`config.mk`:
```
export PLATFORM = sky130hd
export DESIGN_NAME = refclk_gen
export DESIGN_NICKNAME = d
export VERILOG_FILES = /design/src/rtl/refclk_pkg.sv /design/src/rtl/refclk_regs.sv /design/src/rtl/refclk_divider.sv /design/src/rtl/refclk_pinmux.sv /design/src/rtl/refclk_gen.sv
export SDC_FILE = /design/constraint.sdc
export NUM_CORES = 1
export LEC_CHECK = 0
export BUFFER_PORTS_ARGS = -buffer_cell sky130_fd_sc_hd__buf_4
export CORE_ASPECT_RATIO = 1.1
export CORE_UTILIZATION = 55
export CTS_CLUSTER_DIAMETER = 40
export DETAILED_ROUTE_END_ITERATION = 10
export GPL_TIMING_DRIVEN = 0
export PLACE_DENSITY = 0.77
export SYNTH_ARGS = -nofsm -noshare
export SYNTH_HDL_FRONTEND = slang
export SYNTH_HIERARCHICAL = 1
export SYNTH_SLANG_ARGS = --single-unit
```
`constraint.sdc`:
```
create_clock -name clk_i -period 4.1 [get_ports clk_i]
set_input_delay 0.82 -clock clk_i [delete_from_list [all_inputs] [get_ports clk_i]]
set_output_delay 0.82 -clock clk_i [all_outputs]
set_load 0.005 [all_outputs]
```
`src/rtl/refclk_pkg.sv`:
```
`timescale 1ns/1ps
// Shared widths, configuration layout and the output shaping function for
// the reference clock generator. Assumes ratios are powers of two.
package refclk_pkg;

    localparam int DIV_SEL_W = 3;                 // ratio code width
    localparam int DUTY_W    = 2;                 // duty code width (quarters)
    localparam int SPAN_W    = (1 << DIV_SEL_W);  // holds the largest ratio
    localparam int CNT_W     = SPAN_W - 1;        // position within a period
    localparam int PROD_W    = SPAN_W + DUTY_W;   // ratio times duty
    localparam int QTR_LOG2  = 2;                 // fixed quarter-rate pin clock

    localparam logic [DUTY_W-1:0] DUTY_OFF  = DUTY_W'(0);
    localparam logic [DUTY_W-1:0] DUTY_QTR  = DUTY_W'(1);
    localparam logic [DUTY_W-1:0] DUTY_HALF = DUTY_W'(2);
    localparam logic [DUTY_W-1:0] DUTY_3QTR = DUTY_W'(3);

    // Packed so that run is bit 0 and slew-limit the top bit.
    typedef struct packed {
        logic                 slew;
        logic [DUTY_W-1:0]    duty;
        logic [DIV_SEL_W-1:0] div;
        logic                 pin_en;
        logic                 run;
    } refclk_cfg_t;

    localparam int CFG_W = $bits(refclk_cfg_t);

    localparam refclk_cfg_t CFG_RESET = '{
        slew:   1'b1,
        duty:   DUTY_HALF,
        div:    '0,
        pin_en: 1'b0,
        run:    1'b0
    };

    // Turns the stored phase level into the output, mixing in the source
    // clock phase where the ratio is too short for counting alone.
    function automatic logic shape_out(
        input logic                 run,
        input logic [DIV_SEL_W-1:0] sel,
        input logic [DUTY_W-1:0]    duty,
        input logic                 lvl,
        input logic                 ck
    );
        logic res;
        if (!run || duty == DUTY_OFF) begin
            res = 1'b0;
        end else if (sel == '0) begin
            res = ck;
        end else if (sel == DIV_SEL_W'(1)) begin
            case (duty)
                DUTY_QTR:  res = lvl & ck;
                DUTY_3QTR: res = lvl | ck;
                default:   res = lvl;
            endcase
        end else begin
            res = lvl;
        end
        return res;
    endfunction

endpackage

```
`src/rtl/refclk_regs.sv`:
```
`timescale 1ns/1ps
// Configuration word storage. Assumes a single write strobe. Writes are
// dropped during sleep because the clock is considered stopped.
module refclk_regs
    import refclk_pkg::*;
(
    input  logic             clk_i,
    input  logic             rst_ni,
    input  logic             sleep_i,
    input  logic             wr_en_i,
    input  logic [CFG_W-1:0] wr_data_i,
    output refclk_cfg_t      cfg_o
);

    refclk_cfg_t cfg_q;

    // Hold the configuration word; reset to defaults.
    always_ff @(posedge clk_i) begin
        if (!rst_ni) begin
            cfg_q <= CFG_RESET;
        end else if (wr_en_i && !sleep_i) begin
            cfg_q <= refclk_cfg_t'(wr_data_i);
        end
    end

    assign cfg_o = cfg_q;

endmodule

```
`src/rtl/refclk_divider.sv`:
```
`timescale 1ns/1ps
// Period counter and duty shaping. Ratio and duty settings are latched
// only at a period boundary. Ratios 1 and 2 mix in the source clock phase.
// During sleep, the output switches to a register that holds the level of
// the clock-high phase of the current cycle.
module refclk_divider
    import refclk_pkg::*;
(
    input  logic        clk_i,
    input  logic        rst_ni,
    input  logic        sleep_i,
    input  refclk_cfg_t cfg_i,
    output logic        ref_o
);

    logic                 run_q;
    logic [CNT_W-1:0]     cnt_q;
    logic [DIV_SEL_W-1:0] sel_a_q;
    logic [DUTY_W-1:0]    duty_a_q;
    logic                 lvl_q;
    logic                 hold_q;

    logic [SPAN_W-1:0]    span_a;
    logic [CNT_W-1:0]     last_a;
    logic [CNT_W-1:0]     cnt_n;
    logic                 boundary;
    logic [DIV_SEL_W-1:0] sel_n;
    logic [DUTY_W-1:0]    duty_n;
    logic [SPAN_W-1:0]    span_n;
    logic [PROD_W-1:0]    prod_n;
    logic [PROD_W-1:0]    thr_n;
    logic                 lvl_n;
    logic                 live;

    // Next position: restart when idle or at the end of the active period.
    always_comb begin
        span_a = SPAN_W'(1) << sel_a_q;
        last_a = CNT_W'(span_a - SPAN_W'(1));
        if (!run_q || cnt_q == last_a) begin
            cnt_n = '0;
        end else begin
            cnt_n = cnt_q + CNT_W'(1);
        end
        boundary = (cnt_n == '0);
    end

    // Take new settings only when a fresh period begins.
    always_comb begin
        sel_n  = boundary ? cfg_i.div  : sel_a_q;
        duty_n = boundary ? cfg_i.duty : duty_a_q;
        span_n = SPAN_W'(1) << sel_n;
        prod_n = PROD_W'(span_n) * PROD_W'(duty_n);
        thr_n  = prod_n >> DUTY_W;
    end

    // Phase level for the next cycle, from position and high-time threshold.
    always_comb begin
        if (duty_n == DUTY_OFF) begin
            lvl_n = 1'b0;
        end else if (sel_n == '0) begin
            lvl_n = 1'b1;
        end else if (sel_n == DIV_SEL_W'(1)) begin
            lvl_n = (cnt_n == '0);
        end else begin
            lvl_n = (PROD_W'(cnt_n) < thr_n);
        end
    end

    // Advance the state on every edge outside sleep.
    always_ff @(posedge clk_i) begin
        if (!rst_ni) begin
            run_q    <= 1'b0;
            cnt_q    <= '0;
            sel_a_q  <= CFG_RESET.div;
            duty_a_q <= CFG_RESET.duty;
            lvl_q    <= 1'b0;
            hold_q   <= 1'b0;
        end else if (!sleep_i) begin
            run_q    <= cfg_i.run;
            cnt_q    <= cnt_n;
            sel_a_q  <= sel_n;
            duty_a_q <= duty_n;
            lvl_q    <= lvl_n;
            hold_q   <= shape_out(cfg_i.run, sel_n, duty_n, lvl_n, 1'b1);
        end
    end

    // Live shaped output, or the held level while asleep.
    always_comb begin
        live  = shape_out(run_q, sel_a_q, duty_a_q, lvl_q, clk_i);
        ref_o = sleep_i ? hold_q : live;
    end

endmodule

```
`src/rtl/refclk_pinmux.sv`:
```
`timescale 1ns/1ps
// Pin ownership. Oscillator mode wins over the quarter-rate clock, which
// wins over the reference clock. The quarter-rate counter freezes in sleep.
module refclk_pinmux
    import refclk_pkg::*;
(
    input  logic clk_i,
    input  logic rst_ni,
    input  logic sleep_i,
    input  logic osc_xtal_i,
    input  logic clkout_en_i,
    input  logic ref_drive_i,
    input  logic ref_i,
    output logic pin_o,
    output logic pin_oe_o
);

    logic [QTR_LOG2-1:0] qtr_q;
    logic                qtr_clk;

    // Free-running divide-by-four of the system clock.
    always_ff @(posedge clk_i) begin
        if (!rst_ni) begin
            qtr_q <= '0;
        end else if (!sleep_i) begin
            qtr_q <= qtr_q + QTR_LOG2'(1);
        end
    end

    assign qtr_clk = qtr_q[QTR_LOG2-1];

    // Choose the pin source by fixed priority.
    always_comb begin
        if (osc_xtal_i) begin
            pin_o    = 1'b0;
            pin_oe_o = 1'b0;
        end else if (clkout_en_i) begin
            pin_o    = qtr_clk;
            pin_oe_o = 1'b1;
        end else if (ref_drive_i) begin
            pin_o    = ref_i;
            pin_oe_o = 1'b1;
        end else begin
            pin_o    = 1'b0;
            pin_oe_o = 1'b0;
        end
    end

endmodule

```
`src/rtl/refclk_gen.sv`:
```
`timescale 1ns/1ps
// Top of the reference clock generator: configuration, divider and pin
// arbitration. Assumes every input is synchronous to clk_i.
module refclk_gen
    import refclk_pkg::*;
(
    input  logic             clk_i,
    input  logic             rst_ni,
    input  logic             sleep_i,
    input  logic             wr_en_i,
    input  logic [CFG_W-1:0] wr_data_i,
    input  logic             osc_xtal_i,
    input  logic             clkout_en_i,
    output logic             ref_o,
    output logic             pin_o,
    output logic             pin_oe_o,
    output logic             slew_o
);

    refclk_cfg_t cfg;
    logic        cfg_run;
    logic        cfg_pin;
    logic        ref_drive;

    refclk_regs u_regs (
        .clk_i     (clk_i),
        .rst_ni    (rst_ni),
        .sleep_i   (sleep_i),
        .wr_en_i   (wr_en_i),
        .wr_data_i (wr_data_i),
        .cfg_o     (cfg)
    );

    refclk_divider u_div (
        .clk_i   (clk_i),
        .rst_ni  (rst_ni),
        .sleep_i (sleep_i),
        .cfg_i   (cfg),
        .ref_o   (ref_o)
    );

    assign cfg_run   = cfg.run;
    assign cfg_pin   = cfg.pin_en;
    assign ref_drive = cfg_run & cfg_pin;

    refclk_pinmux u_pin (
        .clk_i       (clk_i),
        .rst_ni      (rst_ni),
        .sleep_i     (sleep_i),
        .osc_xtal_i  (osc_xtal_i),
        .clkout_en_i (clkout_en_i),
        .ref_drive_i (ref_drive),
        .ref_i       (ref_o),
        .pin_o       (pin_o),
        .pin_oe_o    (pin_oe_o)
    );

    assign slew_o = cfg.slew;

endmodule

```
-- Yosys cells after proc, flatten, opt, wreduce, memory -nomap -nowiden
Cells that the tools add are included.
- output and inout port bits: 4
- word-level logic and storage cells: 61
- input bits: 14
- register bits after elaboration: 25
- magnitude comparators: 1
- reductions and logical operators: 12
- add/subtract/negate cells: 3
- shift operators: 2
- muxes and demuxes: 21
- $mul: 1
- equal/unequal tests: 6
- bitwise operators: 3
- operators by type and width (operator ; count):
    $mux 1 ; 17
    $mul 8x2->10 ; 1
    $lt 7x8->1 ; 1
    $shl 1x3->8 const A ; 1
    $add 7x1->7 const B ; 1
    $eq 7x7->1 ; 1
    $logic_not 7->1 ; 1
    $mux 7 ; 1
    $shl 1x3->7 const A ; 1
    $sub 7x1->7 const B ; 1
    $eq 3x1->1 const B ; 2
    $logic_not 3->1 ; 2
    $eq 2x2->1 const B ; 2
    $logic_not 2->1 ; 2
    $logic_not 1->1 ; 3
    $logic_or 1x1->1 ; 3
    $mux 3 ; 1
    $add 2x1->2 const B ; 1
    $and 1x1->1 ; 2
    $eq 2x1->1 const B ; 1
    $mux 2 ; 1
    $pmux 1 s2 ; 1
    $logic_and 1x1->1 ; 1
    $or 1x1->1 ; 1

-- Logic depth before layout (Yosys ltp)
- depth in word-level cells: 17
- gate-level depth with buffers: 22
- mapped depth without buffers: 21

-- Cells and area by module
The synthesis kept the hierarchy.
- by module, submodules not included (module ; area an instance (sq um) ; times used ; sequential area each (sq um) ; cells an instance):
    refclk_divider ; 1775.5 ; 1 ; 300.3 ; 240
    refclk_regs ; 339.1 ; 1 ; 160.2 ; 35
    refclk_pinmux ; 108.9 ; 1 ; 40.0 ; 13
    refclk_gen ; 6.3 ; 1 ; 0.0 ; 1

==> results.md <==
* Area share of fa/ha/maj cells after synthesis at 8.19%
* Post-route cell area at 3160 sq um
* Worst-Margin Slew at 868 ps
* Total gr overflow at 0
* Launch point of the worst path: u_div/sel_a_q[2]
* Post-route ant nets at 0
* DR WL/cell at 19.9 um
* Synth Net Count at 317
* CP cell instances: buf_4, nor3_1, a22o_1, o32ai_4, o31a_1, buf_6, a21oi_1, a31oi_2, or2_1, fa_2, nor2b_4, o21ai_1, nand2_1, o21ai_0, ha_1, o21ai_1, or2_2, o311a_4, o311ai_4, a41oi_2
* Outcome: finished with violations
* Global-route wire length before repair at 9.82 mm
* Fill count at 210
* Cells after Synth at 289
* Routability Congestion at 0.862
* Total power draw at 0.718 mW
* Crit. End Element: flip-flop
* CP Launch Type: flip-flop
* Post-layout util at 83.9%
* Kind of critical path: reg -> reg
* Die span in y at 68.8 um
* Initial drt markers at 291
* Remaining DRCs at 0
* #FFs+latches synth at 25
* Rows at 23
* Number of diodes at 0
* Buffers on Ports at 17
* Most common cell on crit path: o21ai_1
* Sequential fraction of the synthesis area at 22.4%
* Final #Nets at 374
* Initial antenna violation count at 0
* Post-Place Worst Slack at -568 ps
* Final period util at 114%
* Worst EP arrival at 4890 ps
* Final Hold Viols at 0
* Ratio of cells with drive above 1 in the final layout at 36.3%
* Chip width at 62.7 um
* Leakage at 1.17 nW
* Clk pin slew, worst setup/hold paths at 100 ps
* Critical hold path startpoint: u_regs/cfg_o[1]
* TritonCTS clock tree: built
* Die ar. at 4310 sq um
* F_max at 215 MHz
* Avg Inst Size Synth at 7.72 sq um
* Vias per inst at 6.51
* Layout Area Growth over Synthesis at 41.9%
* FFs w/ async S/R, synth at 0%
* Largest net degree at the start of global routing at 16
* Total power density per cell area at 227 nW/um^2
* Placed Cells incl. Taps at 356
* Max VDD drop at 0.310 mV
* DP HPWL at 3.94 mm
* Reg2reg start: u_div/sel_a_q[2]
* CP required at 4330 ps
* Top FF cell, synth: dfxtp_1
* Violated checks: negative setup slack
* Slowest-stage cell, CP: o311ai_4
* Crit-path max FO at 10
* Cell Area, Synth at 2230 sq um
* Setup violations, final at 2
* Total track usage at 30.3%
* Starting density of the core at 59.1%
* Slew headroom at 41.6%
* Setup ws final at -556 ps
* Placed cell area at 2460 sq um
* Synth Area in Compound Gates at 24.0%
* Vias in the first global route at 2283
* Final Critical Period at 4660 ps
* Ports at 18
* Largest family of logic cells by synthesized area: simple AND/OR/NAND/NOR gates
* Slowest stage delay, CP at 410 ps
* Clock Skew at 18.5 ps
* Unrepaired setup endpoints after global routing: true
* Synthesis Warnings at 6
* Pre-antenna DRT Iters at 5
* Core box area at 3770 sq um
* Clk Latency, worst-skew pair at 380 ps
* Synth Area in XOR/XNOR at 4.32%
* Finished Layout Cells at 397
* Slew Limit Fails at 0
* Worst hold path class: reg -> reg
* DRT Wirelength at 7.91 mm
* Crit path buf inv count at 2
* Via count at 2586
* Post-synthesis mux area share at 5.39%
* Max-cap violations at 0
* Delay-heaviest family, CP: compound AO/OA/AOI/OAI gates
* Netlist cell types at 59
* Simple-gate share of the synthesized area at 30.3%
* EDFF count, synth at 0
==> where the power goes <==
| part | switching (mW) | total [mW] | leakage [nW] | internal, mW |
|---|---|---|---|---|
| clock | 0.148 | 0.326 | 0.105 | 0.178 |
| combinational | 0.0724 | 0.131 | 0.862 | 0.0591 |
| sequential | 0.00992 | 0.260 | 0.206 | 0.250 |
==> cell families after synthesis <==
group	after synthesis
xor+xnor	11
compound gates	74
fa+ha+maj	14
buf+inv	22
mux	12
other cells	1
flops	25
simple gates	130
==> cell usage in the layout, fill, tap and decap left out, drive strengths merged, types with 2 or more instances in the layout <==
cell type / netlist / layout
or3: 2 / 2
a21o: 2 / 2
nor4b: 3 / 3
o21a: 2 / 2
nand2: 35 / 35
nor2b: 16 / 16
o21ai: 13 / 13
nor3b: 4 / 4
o311ai: 2 / 2
a41oi: 2 / 2
dfxtp: 25 / 25
or2: 4 / 4
mux2i: 12 / 12
a21oi: 22 / 22
nand2b: 4 / 4
o211ai: 2 / 2
nand3: 3 / 3
a31oi: 5 / 5
ha: 13 / 13
xor2: 4 / 4
buf: 10 / 56
and3: 3 / 3
o22ai: 2 / 2
nor2: 32 / 32
nand3b: 4 / 4
inv: 5 / 5
clkbuf: 7 / 18
a22o: 2 / 2
xnor2: 7 / 7
and2: 3 / 3
nor3: 12 / 12
o31a: 5 / 5
o31ai: 4 / 4
a21boi: 3 / 3
==> registers in the layout (all words and copies together), names as in the netlist <==
name and flops:
u_regs/cfg_o 8, u_div/cnt_q 7, u_div/sel_a_q 3, u_div/duty_a_q 2, u_pin/qtr_q 2, u_div/hold_q 1
u_div/lvl_q 1, u_div/run_q 1
==> worst paths after layout <==
kind,to,slack (ps),cells past startpoint
min,u_regs/cfg_o[1],460,2
min reg2reg,u_regs/cfg_o[1],460,2
max,u_div/lvl_q,-560,20
max reg2reg,u_div/lvl_q,-560,20
==> what timing repair did <==
action / in CTS / in global routing
pin swaps: 27 / 26
hold buffers: 0 / 0
setup endpoints to repair: 4 / 2
setup buffers: 17 / 14
gates resized for setup: 33 / 40
==> through the flow <==
step,TNS (ps),hold slack (ps)
floorplan,0,430
global placement,-975,447
detailed placement,-1120,445
CTS,-514,462
global route,-1630,493
finish,-1100,463
==> synth_stat cells, types with 4 or more instances <==
cell       n  area share (%)
xnor2_1    7             2.7
nand3b_1   4             1.3
a21oi_1   21             4.7
ha_1      13             7.3
nand2_1   33             5.6
clkbuf_1   7             1.2
nor2b_1   15             4.2
xor2_1     4             1.6
dfxtp_1   25              22
a31oi_1    5             1.4
o21ai_0   12             2.7
inv_1      5            0.84
mux2i_1   12             5.4
nor2_1    31             5.2
nor3_1    12             2.7
buf_2      6             1.3
nand2b_1   4             1.1
o31a_1     5             2.0
==> metal layers <==
layer  vias to the layer above  routed length [um]  global-route usage [%]
met2                       187                3730                    53.9
li1                       1155                   -                       -
met4                         0                 616                    28.8
met5                         -                   0                       0
met3                        65                 653                    6.25
met1                      1179                2910                    30.6
==> layout make-up <==
| type | count | area (sq um) | area share, % |
|---|---|---|---|
| multi-input combinational | 242 | 1960 | 61.9 |
| inverter | 5 | 18.8 | 0.593 |
| timing repair buffer | 44 | 338 | 10.7 |
| clock buffer | 14 | 154 | 4.87 |
| sequential | 25 | 510 | 16.1 |
| clock inverter | 1 | 7.51 | 0.237 |
| buffer | 16 | 114 | 3.60 |
| tap | 50 | 62.6 | 1.98 |
==> worst reg2reg max path: stages (launching register included) <==
cell and delay [ps]:
dfxtp_1 370, buf_4 200, nor3_1 280, a22o_1 250
o32ai_4 120, o31a_1 290, buf_6 150, a21oi_1 180
a31oi_2 110, or2_1 320, fa_2 400, nor2b_4 180
o21ai_1 90, nand2_1 60, o21ai_0 100, ha_1 290
o21ai_1 80, or2_2 310, o311a_4 160, o311ai_4 410
a41oi_2 180
Note: power is estimated with default switching activity, not from simulation.
